### src/rtl/tlb_pkg.sv
package tlb_pkg;
  typedef struct packed {
    logic fill;      // write a new entry this cycle
    logic flushAll;  // invalidate the whole array
  } tlbStrobe_t;
endpackage

### src/rtl/tlb_ctrl.sv
module tlb_ctrl
  import tlb_pkg::*;
#(
  parameter int VPN_W  = 20,
  parameter int ASID_W = 8
) (
  input  logic              clk,
  input  logic              rstN,
  input  logic [ASID_W-1:0] curAsid,
  input  logic              fence,
  input  logic              lkValid,
  input  logic [VPN_W-1:0]  lkVpn,
  input  logic              lkHit,
  input  logic              walkRespValid,
  output logic              walkReqValid,
  output logic [VPN_W-1:0]  walkReqVpn,
  output logic [VPN_W-1:0]  fillVpn,
  output logic              walkBusy,
  output tlbStrobe_t        strb
);
  logic [ASID_W-1:0] asidQ;
  logic [VPN_W-1:0]  pendVpn;
  logic              busy;
  logic              asidChg;

  assign asidChg      = (curAsid != asidQ);
  assign walkReqValid = lkValid && !lkHit && !busy && !asidChg;
  assign walkReqVpn   = lkVpn;
  assign fillVpn      = pendVpn;
  assign walkBusy     = busy;

  always_comb begin
    strb          = '0;
    strb.flushAll = fence;
    strb.fill     = walkRespValid && busy && !asidChg && !fence;
  end

  always_ff @(posedge clk) begin
    if (!rstN) begin
      asidQ   <= curAsid;
      busy    <= 1'b0;
      pendVpn <= '0;
    end else begin
      asidQ <= curAsid;
      if (asidChg) begin
        busy <= 1'b0;
      end else if (busy && walkRespValid) begin
        busy <= 1'b0;
      end else if (walkReqValid) begin
        busy    <= 1'b1;
        pendVpn <= lkVpn;
      end
    end
  end
endmodule

### src/rtl/tlb_array.sv
module tlb_array
  import tlb_pkg::*;
#(
  parameter int ENTRIES = 8,
  parameter int VPN_W   = 20,
  parameter int PPN_W   = 20,
  parameter int ASID_W  = 8
) (
  input  logic               clk,
  input  logic               rstN,
  input  tlbStrobe_t         strb,
  input  logic [ASID_W-1:0]  curAsid,
  input  logic               lkValid,
  input  logic [VPN_W-1:0]   lkVpn,
  input  logic [VPN_W-1:0]   fillVpn,
  input  logic [PPN_W-1:0]   fillPpn,
  output logic [ENTRIES-1:0] hitVec,
  output logic               lkHit,
  output logic [PPN_W-1:0]   lkPpn
);
  localparam int IDX_W = (ENTRIES > 1) ? $clog2(ENTRIES) : 1;

  logic [ENTRIES-1:0] valid;
  logic [VPN_W-1:0]   vpnA  [ENTRIES];
  logic [ASID_W-1:0]  asidA [ENTRIES];
  logic [PPN_W-1:0]   ppnA  [ENTRIES];
  logic [IDX_W-1:0]   rrPtr;
  logic [IDX_W-1:0]   victim;
  logic [IDX_W-1:0]   cand;
  logic               found;
  logic [PPN_W-1:0]   ppnOr;

  for (genvar i = 0; i < ENTRIES; i++) begin : g_cmp
    assign hitVec[i] = lkValid && valid[i] && (vpnA[i] == lkVpn) && (asidA[i] == curAsid);
  end

  always_comb begin
    ppnOr = '0;
    for (int i = 0; i < ENTRIES; i++) begin
      if (hitVec[i]) ppnOr = ppnOr | ppnA[i];
    end
  end

  assign lkHit = |hitVec;
  assign lkPpn = ppnOr;

  // round-robin: first invalid slot from the pointer, else the pointer
  always_comb begin
    victim = rrPtr;
    found  = 1'b0;
    cand   = '0;
    for (int k = 0; k < ENTRIES; k++) begin
      cand = rrPtr + IDX_W'(k);
      if (!found && !valid[cand]) begin
        victim = cand;
        found  = 1'b1;
      end
    end
  end

  always_ff @(posedge clk) begin
    if (!rstN) begin
      valid <= '0;
      rrPtr <= '0;
    end else if (strb.flushAll) begin
      valid <= '0;
      rrPtr <= '0;
    end else if (strb.fill) begin
      valid[victim] <= 1'b1;
      rrPtr         <= victim + IDX_W'(1);
    end
  end

  always_ff @(posedge clk) begin
    if (strb.fill && !strb.flushAll) begin
      vpnA[victim]  <= fillVpn;
      asidA[victim] <= curAsid;
      ppnA[victim]  <= fillPpn;
    end
  end
endmodule

### src/rtl/asid_tlb.sv
module asid_tlb
  import tlb_pkg::*;
#(
  parameter int ENTRIES = 8,
  parameter int VPN_W   = 20,
  parameter int PPN_W   = 20,
  parameter int ASID_W  = 8
) (
  input  logic              clk,
  input  logic              rstN,
  input  logic [ASID_W-1:0] curAsid,
  input  logic              fence,
  input  logic              lkValid,
  input  logic [VPN_W-1:0]  lkVpn,
  output logic              lkHit,
  output logic [PPN_W-1:0]  lkPpn,
  output logic              walkReqValid,
  output logic [VPN_W-1:0]  walkReqVpn,
  input  logic              walkRespValid,
  input  logic [PPN_W-1:0]  walkRespPpn
);
  tlbStrobe_t         strb;
  logic [VPN_W-1:0]   fillVpn;
  logic               walkBusy;
  logic [ENTRIES-1:0] hitVec;

  tlb_ctrl #(.VPN_W(VPN_W), .ASID_W(ASID_W)) u_ctrl (
    .clk(clk), .rstN(rstN), .curAsid(curAsid), .fence(fence),
    .lkValid(lkValid), .lkVpn(lkVpn), .lkHit(lkHit),
    .walkRespValid(walkRespValid), .walkReqValid(walkReqValid),
    .walkReqVpn(walkReqVpn), .fillVpn(fillVpn), .walkBusy(walkBusy),
    .strb(strb)
  );

  tlb_array #(.ENTRIES(ENTRIES), .VPN_W(VPN_W), .PPN_W(PPN_W), .ASID_W(ASID_W)) u_array (
    .clk(clk), .rstN(rstN), .strb(strb), .curAsid(curAsid),
    .lkValid(lkValid), .lkVpn(lkVpn), .fillVpn(fillVpn), .fillPpn(walkRespPpn),
    .hitVec(hitVec), .lkHit(lkHit), .lkPpn(lkPpn)
  );
endmodule

### config.mk
export PLATFORM = sky130hd
export DESIGN_NAME = asid_tlb
export DESIGN_NICKNAME = d
export VERILOG_FILES = /design/src/rtl/tlb_pkg.sv /design/src/rtl/tlb_ctrl.sv /design/src/rtl/tlb_array.sv /design/src/rtl/asid_tlb.sv
export SDC_FILE = /design/constraint.sdc
export NUM_CORES = 1
export LEC_CHECK = 0
export ABC_AREA = 1
export BUFFER_PORTS_ARGS = -buffer_cell sky130_fd_sc_hd__buf_4
export CORE_AREA = 5 5 246 200
export CTS_CLUSTER_DIAMETER = 200
export CTS_CLUSTER_SIZE = 24
export DETAILED_ROUTE_END_ITERATION = 6
export DIE_AREA = 0 0 251 205
export SLEW_MARGIN = 10
export SYNTH_ARGS = -nofsm -noshare
export SYNTH_HDL_FRONTEND = slang
export SYNTH_HIERARCHICAL = 1
export SYNTH_SLANG_ARGS = --single-unit
### constraint.sdc
create_clock -name clk -period 12.9 [get_ports clk]
set_clock_uncertainty 0.1 [all_clocks]
set_input_delay 1.935 -clock clk [delete_from_list [all_inputs] [get_ports clk]]
set_output_delay 1.935 -clock clk [all_outputs]
set_load 0.01 [all_outputs]
==> impl_metrics.py, run 1 <==
metrics = {
    "layout": {
        "area_delta_synth_final_pct": 9.72,
        "fin_nets": 1662,
        "drive_gt1_frac": 0.124,
        "diodes": 0,
        "final_area_um2": 20100,
    },
    "synth": {
        "synthDistinctLibCells": 51,
        "synth_fa_ha_area_frac": 0.00205,
        "avgSynthCellArea_um2": 11.8,
        "yosys.area_share.xor_xnor": 0.0402,
        "synth.top_cells.by_count": "edfxtp_1 (384), nand2_1 (325), inv_1 (163), nor2_1 (75), nand3_1 (64)",
        "synth_top_family_by_area": "simple AND/OR/NAND/NOR gates",
        "synth.top_cell.area_share": 0.630,
        "seq_area_frac_synth": 0.674,
        "muxShareOfSynthArea": 0,
        "syn_nets": 1605,
        "synth_edf_count": 384,
        "yosys.area_share.simple": 0.145,
        "async_reset_ff_frac": 0,
        "synth-compound-area-share": 0.0757,
        "yosysWarnings": 6,
        "synth_area_um2": 18300,
        "yosysMostFrequentCell": "edfxtp_1",
        "synth_largest_area_cell": "edfxtp_1",
        "synth_area_leaders": "edfxtp_1 (63%), nand2_1 (6.7%), dfxtp_1 (4.4%)",
        "ys.flop_type": "edfxtp_1",
        "syn_inst": 1549,
        "synth_seq_cells": 424,
    },
    "critical_path": {
        "ff2ff_setup_slack_ns": 8.46,
        "critPathKind": "primary input to primary output",
        "crit_top_cell": "buf_4",
        "start_kind": "primary input",
        "worstSetupEndpointType": "primary output",
        "path_max_fanout": 22,
        "cp_slowest_cell": "nand3_2",
        "path_cells": "buf_4 -> inv_1 -> a221oi_1 -> nand3_1 -> nor3_1 -> nor2b_2 -> buf_4 -> nor4_1 -> nand2_1 -> nor3b_2 -> buf_4 -> nand3_2 -> inv_2 -> buf_4",
        "reg2reg_from": "u_array/rrPtr[0]",
        "worstPathArrival_ns": 5.45,
        "r2r_cells": 21,
        "crit_buf_inv": 6,
        "slowest_delay_ns": 0.61,
        "cp.required_ns": 10.86,
        "reg2reg_to": "u_array/ppnA[3][14]",
        "cp_top_family": "buffers and inverters",
        "startpoint": "curAsid[7]",
    },
    "grt": {
        "overflow": 0,
        "grt_pass1_wl_um": 78500,
        "grt.total_usage": 0.207,
        "grt_max_degree": 49,
        "grt_pass1_vias": 11349,
        "antenna_found_initial": 2,
    },
    "timing": {
        "max-slew-margin-rel": 0.215,
        "fin_tns_setup_ns": 0,
        "min_period_ns": 7.49,
        "hold_viol": 0,
        "tightest_slew_ns": 1.17,
        "rsz0062_at_grt": "false",
        "setup_viol": 0,
        "whs_ns": 0.431,
        "finalCritPeriodShare": 0.581,
        "fmaxAchievable_ghz": 0.134,
        "drv_slew": 0,
    },
    "hold_path": {
        "worstHoldPathCells": 2,
        "hold_path_class": "flip-flop to flip-flop",
        "hold_path.startpoint": "u_array/valid[6]",
        "hold-path-endpoint": "u_array/valid[6]",
    },
    "floorplanning": {
        "die_h_um": 205,
        "core-area_um2": 46500,
        "num_rows": 71,
        "dieArea_um2": 51500,
        "ios": 95,
        "dieWidth_um": 251,
        "initial_core_util": 0.394,
    },
    "detailed_routing": {
        "vias": 12007,
        "top_layer": "met4",
        "antenna_left": 0,
        "dr_wl_met3_um": 4560,
        "drt_iter0_markers": 1186,
        "wirelength_um": 54600,
        "wl_per_cell_um": 24.4,
        "wl_met2_um": 23600,
        "drc": 0,
        "met1_length_um": 24800,
        "firstDrtPassIters": 6,
        "avgViaCountPerCell": 5.36,
    },
    "pwr": {
        "peakVddDrop_v": 0.0000818,
        "power.density_nw_per_um2": 116,
        "leakagePower_nw": 7.26,
    },
    "cts": {
        "cts_resized": 0,
        "cts_setup_buffers": 0,
        "numCtsBuffers": 21,
        "cts_max_level": 1,
        "cts_root_buf": "clkbuf_16",
        "path_clk_slew_ns": 0.10,
        "postCtsHoldBufs": 0,
        "cts.sinks": 424,
        "clockBufferDepth": 3,
        "clock_latency_ns": 0.55,
        "cts_tree": "yes",
    },
    "run": {
        "cap_viol_max_count": 0,
    },
    "placement": {
        "dp_hpwl_um": 36500,
        "port_buffers": 94,
        "place.gp.congestion": 0.972,
        "placed_area_um2": 19500,
    },
    "status": {
        "status": "finished clean",
    },
}
[area by class of cell]
cell class / instances / area (um^2)
Fill cell: 4322 / 26400
Sequential cell: 424 / 12300
Multi-Input combinational cell: 870 / 4880
Timing Repair Buffer: 108 / 811
Tap cell: 620 / 776
Inverter: 181 / 684
Clock buffer: 36 / 582
Clock inverter: 1 / 8.76
[where the power goes]
| group | switching, mW | leakage (nW) | total (mW) | internal, mW |
|---|---|---|---|---|
| clock network | 0.419 | 0.281 | 0.731 | 0.312 |
| logic | 0.0771 | 3.16 | 0.112 | 0.0353 |
| registers | 0.00168 | 3.82 | 1.49 | 1.49 |
[how the worst max path moves through the flow]
stage                        end  slack, ns  cells past startpoint
CTS                 walkReqValid       5.45                     14
finish              walkReqValid       5.41                     14
floorplan           walkReqValid       6.81                     14
global placement    walkReqValid       5.39                     14
detailed placement  walkReqValid       5.47                     15
global route        walkReqValid       5.20                     14
[registers in the layout, indices dropped and copies added, names as in the netlist]
signal	cells
u_ctrl/walkBusy	1
u_array/ppnA	160
u_ctrl/asidQ	8
u_ctrl/fillVpn	20
u_array/rrPtr	3
u_array/vpnA	160
u_array/valid	8
u_array/asidA	64
[per-layer routing]
layer  up-vias  track usage
met5         -            0
met4         0       0.0549
met3        77       0.0298
met2       562        0.312
met1      5868        0.315
li1       5500            -
[cells by family (layout without fill, tap and decap cells)]
family                   count (synthesis)  after routing
adder cells (fa/ha/maj)                  3              3
XOR/XNOR                                81             81
AND/OR/NAND/NOR                        588            588
AO/OA/AOI/OAI                          198            198
flip-flops                             424            424
buffers and inverters                  255            326
[stage by stage]
stage	utilization	setup slack [ns]	cells	power (mW)
after floorplan	-	6.81	1549	1.58
after global placement	0.419	5.39	2203	1.63
after detailed placement	0.419	5.47	2203	1.63
after CTS	0.432	5.45	2240	2.34
after global routing	0.432	5.20	2240	2.40
final	0.432	5.41	2240	2.33
[cells in the final DEF, fill, tap and decap left out, types with 12 or more instances in the layout]
cell type / instances
clkbuf_16: 21
xor2_1: 34
o22ai_1: 41
nor2_1: 67
inv_1: 163
a221oi_1: 25
inv_2: 14
buf_4: 108
nand4_1: 33
nand3_1: 64
nor4_1: 18
a21oi_1: 14
edfxtp_1: 384
nand2_2: 28
a22o_1: 39
nand2_1: 325
dfxtp_1: 40
o21ai_0: 47
clkbuf_1: 15
nor3_1: 12
xnor2_1: 45
[tightest hold or removal path: stages (launching register included)]
cell     delay (ns)
dfxtp_1        0.37
inv_1          0.07
a21oi_1        0.06
Power figures use the tool's default switching activity.
==> inputs of run 2 (changes only) <==
clock period = 7.4 ns   (was 12.9 ns; I/O delays follow)
==> impl_metrics.py, run 2 (synthesis gave the netlist of run 1 again) <==
metrics = {
    "timing": {
        "setup_viol": 0,
        "drv_slew": 0,
        "tightest_slew_ns": 1.22,
        "min_period_ns": 5.58,
        "whs_ns": 0.405,
        "hold_viol": 0,
        "finalCritPeriodShare": 0.755,
        "fmaxAchievable_ghz": 0.179,
        "fin_tns_setup_ns": 0,
        "rsz0062_at_grt": "false",
        "max-slew-margin-rel": 0.184,
    },
    "detailed_routing": {
        "wirelength_um": 56300,
        "drc": 0,
        "firstDrtPassIters": 5,
        "avgViaCountPerCell": 5.45,
        "wl_per_cell_um": 25.1,
        "drt_iter0_markers": 1317,
        "vias": 12212,
        "antenna_left": 0,
    },
    "pwr": {
        "leakagePower_nw": 7.27,
        "peakVddDrop_v": 0.000198,
        "p_sw_frac": 0.218,
        "power.density_nw_per_um2": 203,
        "comb_power_share": 0.049,
        "pwr-share-clk": 0.316,
        "intPower_mw": 3.20,
        "p_sw_uw": 889,
        "seqPwrFrac": 0.635,
    },
    "hold_path": {
        "hold_path_class": "flip-flop to flip-flop",
        "hold_path.startpoint": "u_array/valid[6]",
    },
    "cts": {
        "cts_resized": 0,
        "cts_setup_buffers": 0,
        "cts_root_buf": "clkbuf_16",
        "cts_max_level": 1,
        "postCtsHoldBufs": 0,
        "numCtsBuffers": 21,
        "path_clk_slew_ns": 0.09,
        "cts.sinks": 424,
        "clockBufferDepth": 3,
        "clock_latency_ns": 0.58,
        "cts_tree": "yes",
    },
    "critical_path": {
        "critPathKind": "primary input to primary output",
        "startpoint": "curAsid[5]",
        "crit_top_cell": "buf_4",
        "cp_slowest_cell": "and2_0",
        "crit_buf_inv": 4,
        "worstSetupEndpointType": "primary output",
        "start_kind": "primary input",
        "path_max_fanout": 16,
        "path_cells": "buf_4 -> inv_1 -> o22ai_1 -> or4_1 -> nor3_1 -> and2_0 -> buf_4 -> nand2_1 -> nand2_1 -> nor2_1 -> nand4_1 -> buf_4",
        "cp_top_family": "simple AND/OR/NAND/NOR gates",
        "slowest_delay_ns": 0.93,
        "reg2reg_from": "u_array/rrPtr[0]",
        "worstPathArrival_ns": 4.37,
        "cp.required_ns": 6.19,
    },
    "grt": {
        "antenna_found_initial": 2,
        "grt_pass1_wl_um": 80200,
        "grt.total_usage": 0.212,
        "overflow": 0,
        "grt_pass1_vias": 11702,
        "grt_max_degree": 49,
    },
    "status": {
        "status": "finished clean",
    },
    "placement": {
        "port_buffers": 94,
        "dp_hpwl_um": 38200,
        "place.gp.congestion": 0.942,
    },
    "floorplanning": {
        "initial_core_util": 0.394,
        "dieArea_um2": 51500,
        "die_h_um": 205,
        "core-area_um2": 46500,
        "ios": 95,
        "num_rows": 71,
        "dieWidth_um": 251,
    },
    "run": {
        "cap_viol_max_count": 0,
    },
    "layout": {
        "diodes": 0,
        "mostFrequentLayoutCells": "edfxtp_1 (384), nand2_1 (325), inv_1 (163), buf_4 (110), nor2_1 (67)",
        "fillerInstances": 4293,
        "area_delta_synth_final_pct": 9.83,
        "reg_top3": "u_array/ppnA: 160 flops, u_array/vpnA: 160 flops, u_array/asidA: 64 flops",
        "drive_gt1_frac": 0.126,
        "fin_nets": 1664,
        "final_common_cell": "edfxtp_1",
    },
}
## run 2: cell count changes in the layout (fill, tap and decap cells not counted)
| cell | delta |
|---|---|
| buf_4 | +2 |
| clkbuf_1 | -1 |
| inv_6 | +1 |
## run 2: worst paths after layout
kind / endpoint / slack (ns) / cells past startpoint
max: lkPpn[6] / 1.82 / 12
max reg2reg: u_array/vpnA[1][6] / 2.46 / 21
min: u_array/valid[6] / 0.40 / 2
min reg2reg: u_array/valid[6] / 0.40 / 2
## run 2: area by class of cell
type	instances	area (um^2)	share of cell area
tap	620	776	0.0386
timing repair buffer	110	826	0.0411
multi-input combinational	870	4880	0.243
clock inverter	2	17.5	0.000872
inverter	181	684	0.0341
sequential	424	12300	0.614
clock buffer	35	578	0.0288
## run 2: through the flow
stage               area (um^2)   util  setup WS, ns  power [mW]  cells
detailed placement        19500  0.420          1.89        2.85   2205
global placement          19500  0.420          1.95        2.84   2205
finish                    20100  0.433          1.82        4.09   2242
CTS                       20100  0.433          1.88        4.11   2242
global route              20100  0.433          1.59        4.22   2242
floorplan                 18300      -          2.50        2.75   1549
## run 2: power by group through the flow
stage | registers, mW | logic, mW | clock network, mW
global route | 2.60 | 0.213 | 1.41
floorplan | 2.65 | 0.0980 | 0
finish | 2.59 | 0.199 | 1.29
detailed placement | 2.65 | 0.196 | 0
CTS | 2.59 | 0.197 | 1.32
global placement | 2.65 | 0.195 | 0
## run 2: worst min-delay path, stage by stage (launching register included)
cell and delay, ns:
dfxtp_1 0.35, inv_1 0.06, a21oi_1 0.05
## run 2: metal layers
metal / global-route usage / share of wire / vias up
met3: 0.0512 / 0.088 / 91
met1: 0.310 / 0.44 / 6063
li1: - / - / 5518
met4: 0.0571 / 0.029 / 2
met5: 0 / 0.00014 / -
met2: 0.320 / 0.44 / 538
